### src/rtl/ssp_pkg.sv
// Package: shared types and register bit positions for the serial port.
// Assumes a two-bit register address and byte-wide registers.
package ssp_pkg;

    typedef enum logic [1:0] {
        A_DATA = 2'd0,
        A_STAT = 2'd1,
        A_CTRL = 2'd2,
        A_BAUD = 2'd3
    } ssp_addr_e;

    typedef enum logic {
        ST_IDLE = 1'b0,
        ST_RUN  = 1'b1
    } ssp_state_e;

    // control register bit positions
    localparam int CB_RX_EN   = 0;
    localparam int CB_EXT_CLK = 2;
    localparam int CB_DIV4    = 3;
    localparam int CB_IRQ_SEL = 4;

endpackage

### src/rtl/ssp_rate_gen.sv
// Rate generator: produces a one-cycle tick every (n+1)*P system cycles,
// P = PRE_RATIO when div4 is set, else 1. Held at count zero while clear
// is high so the first tick of a transfer comes a full period after start.
module ssp_rate_gen #(
    parameter int DIV_W     = 8,
    parameter int PRE_RATIO = 4
) (
    input  logic             clk,
    input  logic             rst_n,
    input  logic             clear,
    input  logic             div4,
    input  logic [DIV_W-1:0] div_n,
    output logic             tick
);
    localparam int PRE_W = (PRE_RATIO > 1) ? $clog2(PRE_RATIO) : 1;

    logic [PRE_W-1:0] pre_cnt;
    logic [DIV_W-1:0] div_cnt;
    logic             pre_en;

    // prescaler enable: every cycle, or once per PRE_RATIO cycles
    assign pre_en = div4 ? (pre_cnt == PRE_W'(PRE_RATIO - 1)) : 1'b1;
    assign tick   = pre_en && (div_cnt == div_n);

    // prescaler counter
    always_ff @(posedge clk) begin
        if (!rst_n || clear || !div4 || pre_en) pre_cnt <= '0;
        else                                    pre_cnt <= pre_cnt + 1'b1;
    end

    // main divider counter, wraps at div_n
    always_ff @(posedge clk) begin
        if (!rst_n || clear) div_cnt <= '0;
        else if (pre_en)     div_cnt <= (div_cnt == div_n) ? '0 : div_cnt + 1'b1;
    end

    // with the prescaler active two ticks never fall in consecutive cycles
    p_presc_spacing_r2: assert property (@(posedge clk) disable iff (!rst_n)
        (div4 && tick && PRE_RATIO > 1) |=> (!tick || !div4));

endmodule

### src/rtl/ssp_clk_sync.sv
// External clock synchronizer: STAGES-flop chain into the system clock
// domain followed by an edge detector. Idles high, matching the shift clock.
// Assumes the external clock half period exceeds STAGES+1 system cycles.
module ssp_clk_sync #(
    parameter int STAGES = 2
) (
    input  logic clk,
    input  logic rst_n,
    input  logic async_in,
    output logic fall,
    output logic rise
);
    logic [STAGES-1:0] chain;
    logic              prev_q;

    // synchronizer chain plus one delay for edge detection
    always_ff @(posedge clk) begin
        if (!rst_n) begin
            chain  <= '1;
            prev_q <= 1'b1;
        end else begin
            chain  <= {chain[STAGES-2:0], async_in};
            prev_q <= chain[STAGES-1];
        end
    end

    assign fall = prev_q && !chain[STAGES-1];
    assign rise = !prev_q && chain[STAGES-1];

    // an edge is reported for a single cycle only
    p_single_fall_r12: assert property (@(posedge clk) disable iff (!rst_n)
        fall |=> !fall);

endmodule

### src/rtl/ssp_shift_engine.sv
// Shift engine: loads the transmit byte, shifts it out LSB first on falling
// shift-clock edges and shifts in on rising edges. Tracks the clock phase in
// both modes; in internal mode each rate tick toggles the phase, in external
// mode the synchronized edges do. Reloads on the last rising edge when the
// buffer holds another byte, so consecutive bytes have no gap.
module ssp_shift_engine #(
    parameter int DATA_W = 8
) (
    input  logic              clk,
    input  logic              rst_n,
    input  logic              ext_mode,
    input  logic              rate_tick,
    input  logic              ext_fall,
    input  logic              ext_rise,
    input  logic              buf_full,
    input  logic [DATA_W-1:0] buf_data,
    input  logic              sdata_in,
    output logic              load,
    output logic              tx_done,
    output logic              rx_done,
    output logic [DATA_W-1:0] rx_byte,
    output logic              running,
    output logic              sclk_int,
    output logic              sdata_out
);
    import ssp_pkg::*;

    localparam int CNT_W = $clog2(DATA_W);

    ssp_state_e        state;
    logic [DATA_W-1:0] sh_tx;
    logic [DATA_W-1:0] sh_rx;
    logic [CNT_W-1:0]  bit_cnt;
    logic              sclk_q;
    logic              sdo_q;
    logic              fall_ev;
    logic              rise_ev;
    logic              last_rise;

    assign running = (state == ST_RUN);

    // edge events, gated by the phase so rises before the first fall are ignored
    always_comb begin
        if (ext_mode) begin
            fall_ev = running && sclk_q && ext_fall;
            rise_ev = running && !sclk_q && ext_rise;
        end else begin
            fall_ev = running && sclk_q && rate_tick;
            rise_ev = running && !sclk_q && rate_tick;
        end
    end

    assign last_rise = rise_ev && (bit_cnt == CNT_W'(DATA_W - 1));
    assign load      = (!running && buf_full) || (last_rise && buf_full);
    assign tx_done   = last_rise && !buf_full;
    assign rx_done   = last_rise;
    assign rx_byte   = {sdata_in, sh_rx[DATA_W-1:1]};
    assign sclk_int  = sclk_q;
    assign sdata_out = sdo_q;

    // transfer state, phase and bit counter
    always_ff @(posedge clk) begin
        if (!rst_n) begin
            state   <= ST_IDLE;
            sclk_q  <= 1'b1;
            bit_cnt <= '0;
        end else if (!running) begin
            sclk_q  <= 1'b1;
            bit_cnt <= '0;
            if (buf_full) state <= ST_RUN;
        end else if (fall_ev) begin
            sclk_q <= 1'b0;
        end else if (rise_ev) begin
            sclk_q  <= 1'b1;
            bit_cnt <= bit_cnt + 1'b1;
            if (last_rise && !buf_full) state <= ST_IDLE;
        end
    end

    // transmit shift register and output bit
    always_ff @(posedge clk) begin
        if (!rst_n) begin
            sh_tx <= '0;
            sdo_q <= 1'b1;
        end else if (load) begin
            sh_tx <= buf_data;
        end else if (fall_ev) begin
            sdo_q <= sh_tx[0];
            sh_tx <= {1'b0, sh_tx[DATA_W-1:1]};
        end
    end

    // receive shift register
    always_ff @(posedge clk) begin
        if (!rst_n)       sh_rx <= '0;
        else if (rise_ev) sh_rx <= rx_byte;
    end

    // the shift clock idles high outside a transfer
    p_idle_high_r2: assert property (@(posedge clk) disable iff (!rst_n)
        !running |-> sclk_q);

    // the output bit changes only at a falling shift-clock edge
    p_sdo_on_fall_r5: assert property (@(posedge clk) disable iff (!rst_n)
        !fall_ev |=> $stable(sdo_q));

    // a load always leaves the engine running
    p_run_after_load_r3: assert property (@(posedge clk) disable iff (!rst_n)
        load |=> running);

endmodule

### src/rtl/sync_serial_port.sv
// Clock-synchronous serial port top: register file on a simple byte bus,
// double-buffered transmit, receive buffer with overrun detection, interrupt
// pulses and ready handshake. Assumes one-cycle bus strobes; read data is
// combinational from the address, read side effects follow the bus_rd strobe.
module sync_serial_port #(
    parameter int DATA_W      = 8,
    parameter int DIV_W       = 8,
    parameter int PRE_RATIO   = 4,
    parameter int SYNC_STAGES = 2
) (
    input  logic              clk,
    input  logic              rst_n,
    input  logic [1:0]        bus_addr,
    input  logic              bus_wr,
    input  logic              bus_rd,
    input  logic [DATA_W-1:0] bus_wdata,
    output logic [DATA_W-1:0] bus_rdata,
    input  logic              sclk_in,
    output logic              sclk_out,
    output logic              sclk_oe,
    input  logic              sdata_in,
    output logic              sdata_out,
    output logic              rdy_out,
    output logic              tx_irq,
    output logic              rx_irq
);
    import ssp_pkg::*;

    ssp_addr_e         addr;
    logic [DATA_W-1:0] ctrl_q;
    logic [DIV_W-1:0]  baud_q;
    logic [DATA_W-1:0] tx_buf;
    logic [DATA_W-1:0] rx_buf;
    logic              buf_full, tsc_q, rbf_q, oe_q, stat_seen_q;
    logic              tx_irq_q, rx_irq_q;
    logic              wr_data, rd_data, rd_stat;
    logic              ext_mode, rx_en, irq_sel;
    logic              load, tx_done, rx_done, running, sclk_int;
    logic              rate_tick, ext_fall, ext_rise;
    logic [DATA_W-1:0] rx_byte;
    logic              store_ev, ovr_ev;

    assign addr     = ssp_addr_e'(bus_addr);
    assign wr_data  = bus_wr && (addr == A_DATA);
    assign rd_data  = bus_rd && (addr == A_DATA);
    assign rd_stat  = bus_rd && (addr == A_STAT);
    assign ext_mode = ctrl_q[CB_EXT_CLK];
    assign rx_en    = ctrl_q[CB_RX_EN];
    assign irq_sel  = ctrl_q[CB_IRQ_SEL];
    assign store_ev = rx_done && rx_en;
    assign ovr_ev   = store_ev && rbf_q && !rd_data;

    ssp_rate_gen #(.DIV_W(DIV_W), .PRE_RATIO(PRE_RATIO)) u_rate (
        .clk   (clk),
        .rst_n (rst_n),
        .clear (!running),
        .div4  (ctrl_q[CB_DIV4]),
        .div_n (baud_q),
        .tick  (rate_tick)
    );

    ssp_clk_sync #(.STAGES(SYNC_STAGES)) u_sync (
        .clk      (clk),
        .rst_n    (rst_n),
        .async_in (sclk_in),
        .fall     (ext_fall),
        .rise     (ext_rise)
    );

    ssp_shift_engine #(.DATA_W(DATA_W)) u_eng (
        .clk       (clk),
        .rst_n     (rst_n),
        .ext_mode  (ext_mode),
        .rate_tick (rate_tick),
        .ext_fall  (ext_fall),
        .ext_rise  (ext_rise),
        .buf_full  (buf_full),
        .buf_data  (tx_buf),
        .sdata_in  (sdata_in),
        .load      (load),
        .tx_done   (tx_done),
        .rx_done   (rx_done),
        .rx_byte   (rx_byte),
        .running   (running),
        .sclk_int  (sclk_int),
        .sdata_out (sdata_out)
    );

    // control and divider registers
    always_ff @(posedge clk) begin
        if (!rst_n) begin
            ctrl_q <= '0;
            baud_q <= '0;
        end else if (bus_wr) begin
            if (addr == A_CTRL) ctrl_q <= bus_wdata;
            if (addr == A_BAUD) baud_q <= bus_wdata[DIV_W-1:0];
        end
    end

    // transmit buffer and its full flag (TBE is the inverse)
    always_ff @(posedge clk) begin
        if (!rst_n) begin
            tx_buf   <= '0;
            buf_full <= 1'b0;
        end else if (wr_data) begin
            tx_buf   <= bus_wdata;
            buf_full <= 1'b1;
        end else if (load) begin
            buf_full <= 1'b0;
        end
    end

    // transmit shift complete flag
    always_ff @(posedge clk) begin
        if (!rst_n)       tsc_q <= 1'b1;
        else if (load)    tsc_q <= 1'b0;
        else if (tx_done) tsc_q <= 1'b1;
    end

    // receive buffer and full flag
    always_ff @(posedge clk) begin
        if (!rst_n) begin
            rx_buf <= '0;
            rbf_q  <= 1'b0;
        end else if (store_ev && !ovr_ev) begin
            rx_buf <= rx_byte;
            rbf_q  <= 1'b1;
        end else if (rd_data) begin
            rbf_q <= 1'b0;
        end
    end

    // overrun flag, cleared by a status read followed by a data read
    always_ff @(posedge clk) begin
        if (!rst_n) begin
            oe_q        <= 1'b0;
            stat_seen_q <= 1'b0;
        end else begin
            if (ovr_ev)                        oe_q <= 1'b1;
            else if (rd_data && stat_seen_q)   oe_q <= 1'b0;
            if (rd_data)                       stat_seen_q <= 1'b0;
            else if (rd_stat && oe_q)          stat_seen_q <= 1'b1;
        end
    end

    // interrupt pulses, aligned with the flag that caused them
    always_ff @(posedge clk) begin
        if (!rst_n) begin
            tx_irq_q <= 1'b0;
            rx_irq_q <= 1'b0;
        end else begin
            tx_irq_q <= irq_sel ? tx_done : (load && !wr_data);
            rx_irq_q <= store_ev && !ovr_ev;
        end
    end

    // read data multiplexer
    always_comb begin
        bus_rdata = '0;
        case (addr)
            A_DATA: bus_rdata = rx_buf;
            A_STAT: bus_rdata = DATA_W'({oe_q, rbf_q, tsc_q, !buf_full});
            A_CTRL: bus_rdata = ctrl_q;
            A_BAUD: bus_rdata = DATA_W'(baud_q);
            default: bus_rdata = '0;
        endcase
    end

    assign sclk_out = ext_mode ? 1'b1 : sclk_int;
    assign sclk_oe  = !ext_mode;
    assign rdy_out  = rx_en && !rbf_q;
    assign tx_irq   = tx_irq_q;
    assign rx_irq   = rx_irq_q;

    // a data write always leaves TBE at 0 in the next cycle
    p_tbe_clear_r3: assert property (@(posedge clk) disable iff (!rst_n)
        wr_data |=> buf_full);

    // TSC stays low while a byte is shifting
    p_tsc_low_run_r4: assert property (@(posedge clk) disable iff (!rst_n)
        running |-> !tsc_q);

    // the receive interrupt is seen together with a full buffer
    p_rx_irq_full_r6: assert property (@(posedge clk) disable iff (!rst_n)
        rx_irq |-> rbf_q);

    // with TBE selected the transmit interrupt coincides with TBE = 1
    p_tx_irq_tbe_r7: assert property (@(posedge clk) disable iff (!rst_n)
        (tx_irq && !$past(irq_sel)) |-> !buf_full);

    // with TSC selected the transmit interrupt coincides with TSC = 1
    p_tx_irq_tsc_r8: assert property (@(posedge clk) disable iff (!rst_n)
        (tx_irq && $past(irq_sel)) |-> tsc_q);

    // overrun can only rise while the receive buffer is full
    p_oe_needs_rbf_r11: assert property (@(posedge clk) disable iff (!rst_n)
        $rose(oe_q) |-> rbf_q);

endmodule

### config.mk
export PLATFORM = sky130hd
export DESIGN_NAME = sync_serial_port
export DESIGN_NICKNAME = d
export VERILOG_FILES = /design/src/rtl/ssp_pkg.sv /design/src/rtl/ssp_rate_gen.sv /design/src/rtl/ssp_clk_sync.sv /design/src/rtl/ssp_shift_engine.sv /design/src/rtl/sync_serial_port.sv
export SDC_FILE = /design/constraint.sdc
export NUM_CORES = 1
export LEC_CHECK = 0
export CORE_UTILIZATION = 57
export DETAILED_ROUTE_END_ITERATION = 8
export GPL_TIMING_DRIVEN = 0
export MAX_ROUTING_LAYER = met4
export PLACE_DENSITY = 0.87
export SLEW_MARGIN = 30
export SYNTH_ARGS = -nofsm -noshare
export SYNTH_HDL_FRONTEND = slang
export SYNTH_SLANG_ARGS = --single-unit
### constraint.sdc
create_clock -name clk -period 2.2 [get_ports clk]
set_input_delay 0.44 -clock clk [delete_from_list [all_inputs] [get_ports clk]]
set_output_delay 0.44 -clock clk [all_outputs]
set_load 0.03 [all_outputs]
==> metrics.md <==
| Metric | Value |
|---|---|
| Status | `completed` |
| Critical Path Source | `bus_addr[0]` |
| H-tree depth | `3` |
| Vias | `2407` |
| Wl on met1 | `3080 µm` |
| Number of buffers inserted by port buffering | `27` |
| Die Ht | `77.2 µm` |
| Ant. Diodes | `0` |
| CP top delay family | `buffers and inverters` |
| Initial Utilization | `about three fifths` |
| Global Route Usage Sum | `about a quarter` |
| Slew Limit Headroom | `61.1%` |
| DR iter-0 viols | `~170` |
| Fin util | `68.3%` |
| # DRC | `0` |
| Share of cells above drive strength 1 | `11.0%` |
| Seq/Total Area, Yosys | `between 40% and 50%` |
| Initial antenna violation count | `0` |
| Synth Warn # | `0` |
| Total gr overflow | `0` |
| Clk sinks | `73` |
| Yosys reg bits | `73` |
| Vias per std cell | `5.41` |
| CP Cell Sequence | `clkdlybuf4s50_1 -> buf_6 -> mux4_2 -> buf_2` |
| Crit path buf inv count | `3` |
| Top cells by area, synth | `dfxtp_1, mux2i_1, nor2b_1` |
| Setup Buffers After CTS | `0` |
| Worst-case clock buffer depth | `2` |
| First-pass GRT wire length | `11600 µm` |
| Worst skew pair latency | `0.35 ns` |
| Crit path largest cell delay | `0.53 ns` |
| Cell Rows | `27` |
| Top cell type by total area after synthesis | `dfxtp_1` |
| Pwr Total | `~2.6 mW` |
| Final hold vios | `0` |
| Slew at the pin closest to its max-slew limit | `around 0.58 ns` |
| RSZ-0062 raised after global routing | `no` |
| Routed met2 length | `3360 µm` |
| Nets | `around 390` |
| Hold Startpoint | `u_sync.chain[0]$_SDFF_PN1_` |
| Post-synth EDFFs | `0` |
| Highest metal used | `met4` |
| Die ar. | `0.00595 mm²` |
| Max-slew violation count | `0` |
| Vias in the first global route | `2452` |
| Max cap viols | `0` |
| Cell variety after synth | `45` |
| Worst hold path class | `flop to flop` |
| CTS tree | `yes` |
| Clock-pin slew on the worst setup and hold paths | `0.07 ns` |
| Synthesized cell area | `0.00322 mm²` |
| Top cells by count, synth | `dfxtp_1, nand2_1, mux2i_1, nor2b_1, nor2_1` |
| Peak VDD IR | `0.513 mV` |
| Tmin final | `2.10 ns` |
| Critical path type | `primary input to output port` |
| Die Span X | `between 70 and 80 µm` |
| CP Max Fanout | `10` |
| Mapped Cells | `331` |
| Worst r2r src | `u_eng.bit_cnt[0]$_SDFFE_PN0P_` |
| WL final | `6840 µm` |
| I/O pin cnt | `30` |
| Worst Skew | `approximately 0.015 ns` |
| GPL Wtd Cong | `0.883` |
| Startpoint Class | `primary input` |
| Met3 wire len | `approximately 300 µm` |
| Power per cell area | `693 mW/mm²` |
| CORE AREA | `0.00547 mm²` |
| Ratio of final minimum period to clock period | `95.3%` |
| Crit end category | `output port` |
| Drt pass-1 iters | `5` |
| Pleak | `1.39 nW` |
| Syn_nets | `351` |
| Worst path required time | `1.76 ns` |
| CTS buffer count | `9` |
| Routed WL per cell | `15.4 µm` |
| Syn avg cell area | `just under 10 µm²` |
| Ys async rst share | `0%` |
| Synth-to-Final Area Change | `16.0%` |
| Ys flop type | `dfxtp_1` |
| Dpl hpwl | `4970 µm` |
| Antenna viol nets, final | `0` |
| Yosys top cell area share | `about 45%` |
| CP max-delay cell | `clkdlybuf4s50_1` |
| Setup Viol. Count Final | `0` |
| Largest net degree at the start of global routing | `12` |
| Most frequent cell after synthesis | `dfxtp_1` |
| Root buffer cell | `clkbuf_8` |
| Critical Path AT | `1.66 ns` |
| Fmax | `477 MHz` |
-- stage by stage --
stage	cells	hold WS (ns)	setup WS [ns]	TNS [ns]	area, µm²
floorplan	331	0.386	0.322	0	3220
global placement	430	0.391	-0.403	-3.07	3580
detailed placement	430	0.398	-0.407	-3.15	3580
CTS	445	0.422	0.00497	0	3770
global route	445	0.443	0.000629	0	3740
finish	445	0.424	0.104	0	3740
-- kinds of logic (layout without fill, tap and decap cells) --
family / after synthesis / count (layout) / share of synthesized area (%)
simple gates: 129 / 129 / 20.7
xor+xnor: 16 / 16 / 4.35
fa+ha+maj: 4 / 4 / 1.55
flops: 73 / 73 / 45.4
mux: 42 / 42 / 14.6
buf+inv: 23 / 65 / 3.69
compound gates: 44 / 44 / 9.71
-- worst paths after layout --
kind	end	slack, ns	cells past startpoint
setup / recovery	bus_rdata[1]	0.10	4
hold / removal	u_sync.chain[1]$_SDFF_PN1_	0.42	1
setup reg to reg	tx_irq$_SDFF_PN0_	0.15	9
hold reg to reg	u_sync.chain[1]$_SDFF_PN1_	0.42	1
-- cells in the final DEF, fill, tap and decap left out, types with 11 or more instances in the layout --
cell type,n
dfxtp_1,72
nand2_1,48
mux2i_1,38
nor2b_1,33
clkdlybuf4s50_1,19
clkbuf_1,14
nor2_1,14
o21ai_0,13
xnor2_1,11
-- metal layers --
metal | up-vias | track usage [%]
li1 | 1217 | -
met3 | 10 | 4.76
met1 | 1121 | 31.6
met4 | 0 | 13.2
met2 | 59 | 42.2
met5 | - | -
-- registers in the layout, indices dropped and copies added (netlist names), 2 cells and up --
| register | count |
|---|---|
| tx_buf | 8 |
| u_rate.pre_cnt | 2 |
| rx_buf | 8 |
| baud_q | 8 |
| u_sync.chain | 2 |
| u_eng.sh_tx | 8 |
| u_rate.div_cnt | 8 |
| u_eng.bit_cnt | 3 |
| u_eng.sh_rx | 7 |
| ctrl_q | 8 |
-- final cells by class --
class / count / area (µm²)
buffer: 18 / 109
inverter: 4 / 15.0
timing repair buffer: 27 / 230
multi-input combinational: 235 / 1640
clock buffer: 13 / 149
clock inverter: 3 / 40.0
tap: 72 / 90.1
sequential: 73 / 1460
fill: 440 / 1740
-- what timing repair did --
item,CTS,global route
hold buffers,0,0
setup endpoints to repair,9,9
gates resized for setup,31,17
-- report_power, final --
group	switching [mW]	internal [mW]
clock network	0.469	0.553
registers	0.0186	1.34
logic	0.115	0.0922
(Power assumes the default switching activity.)
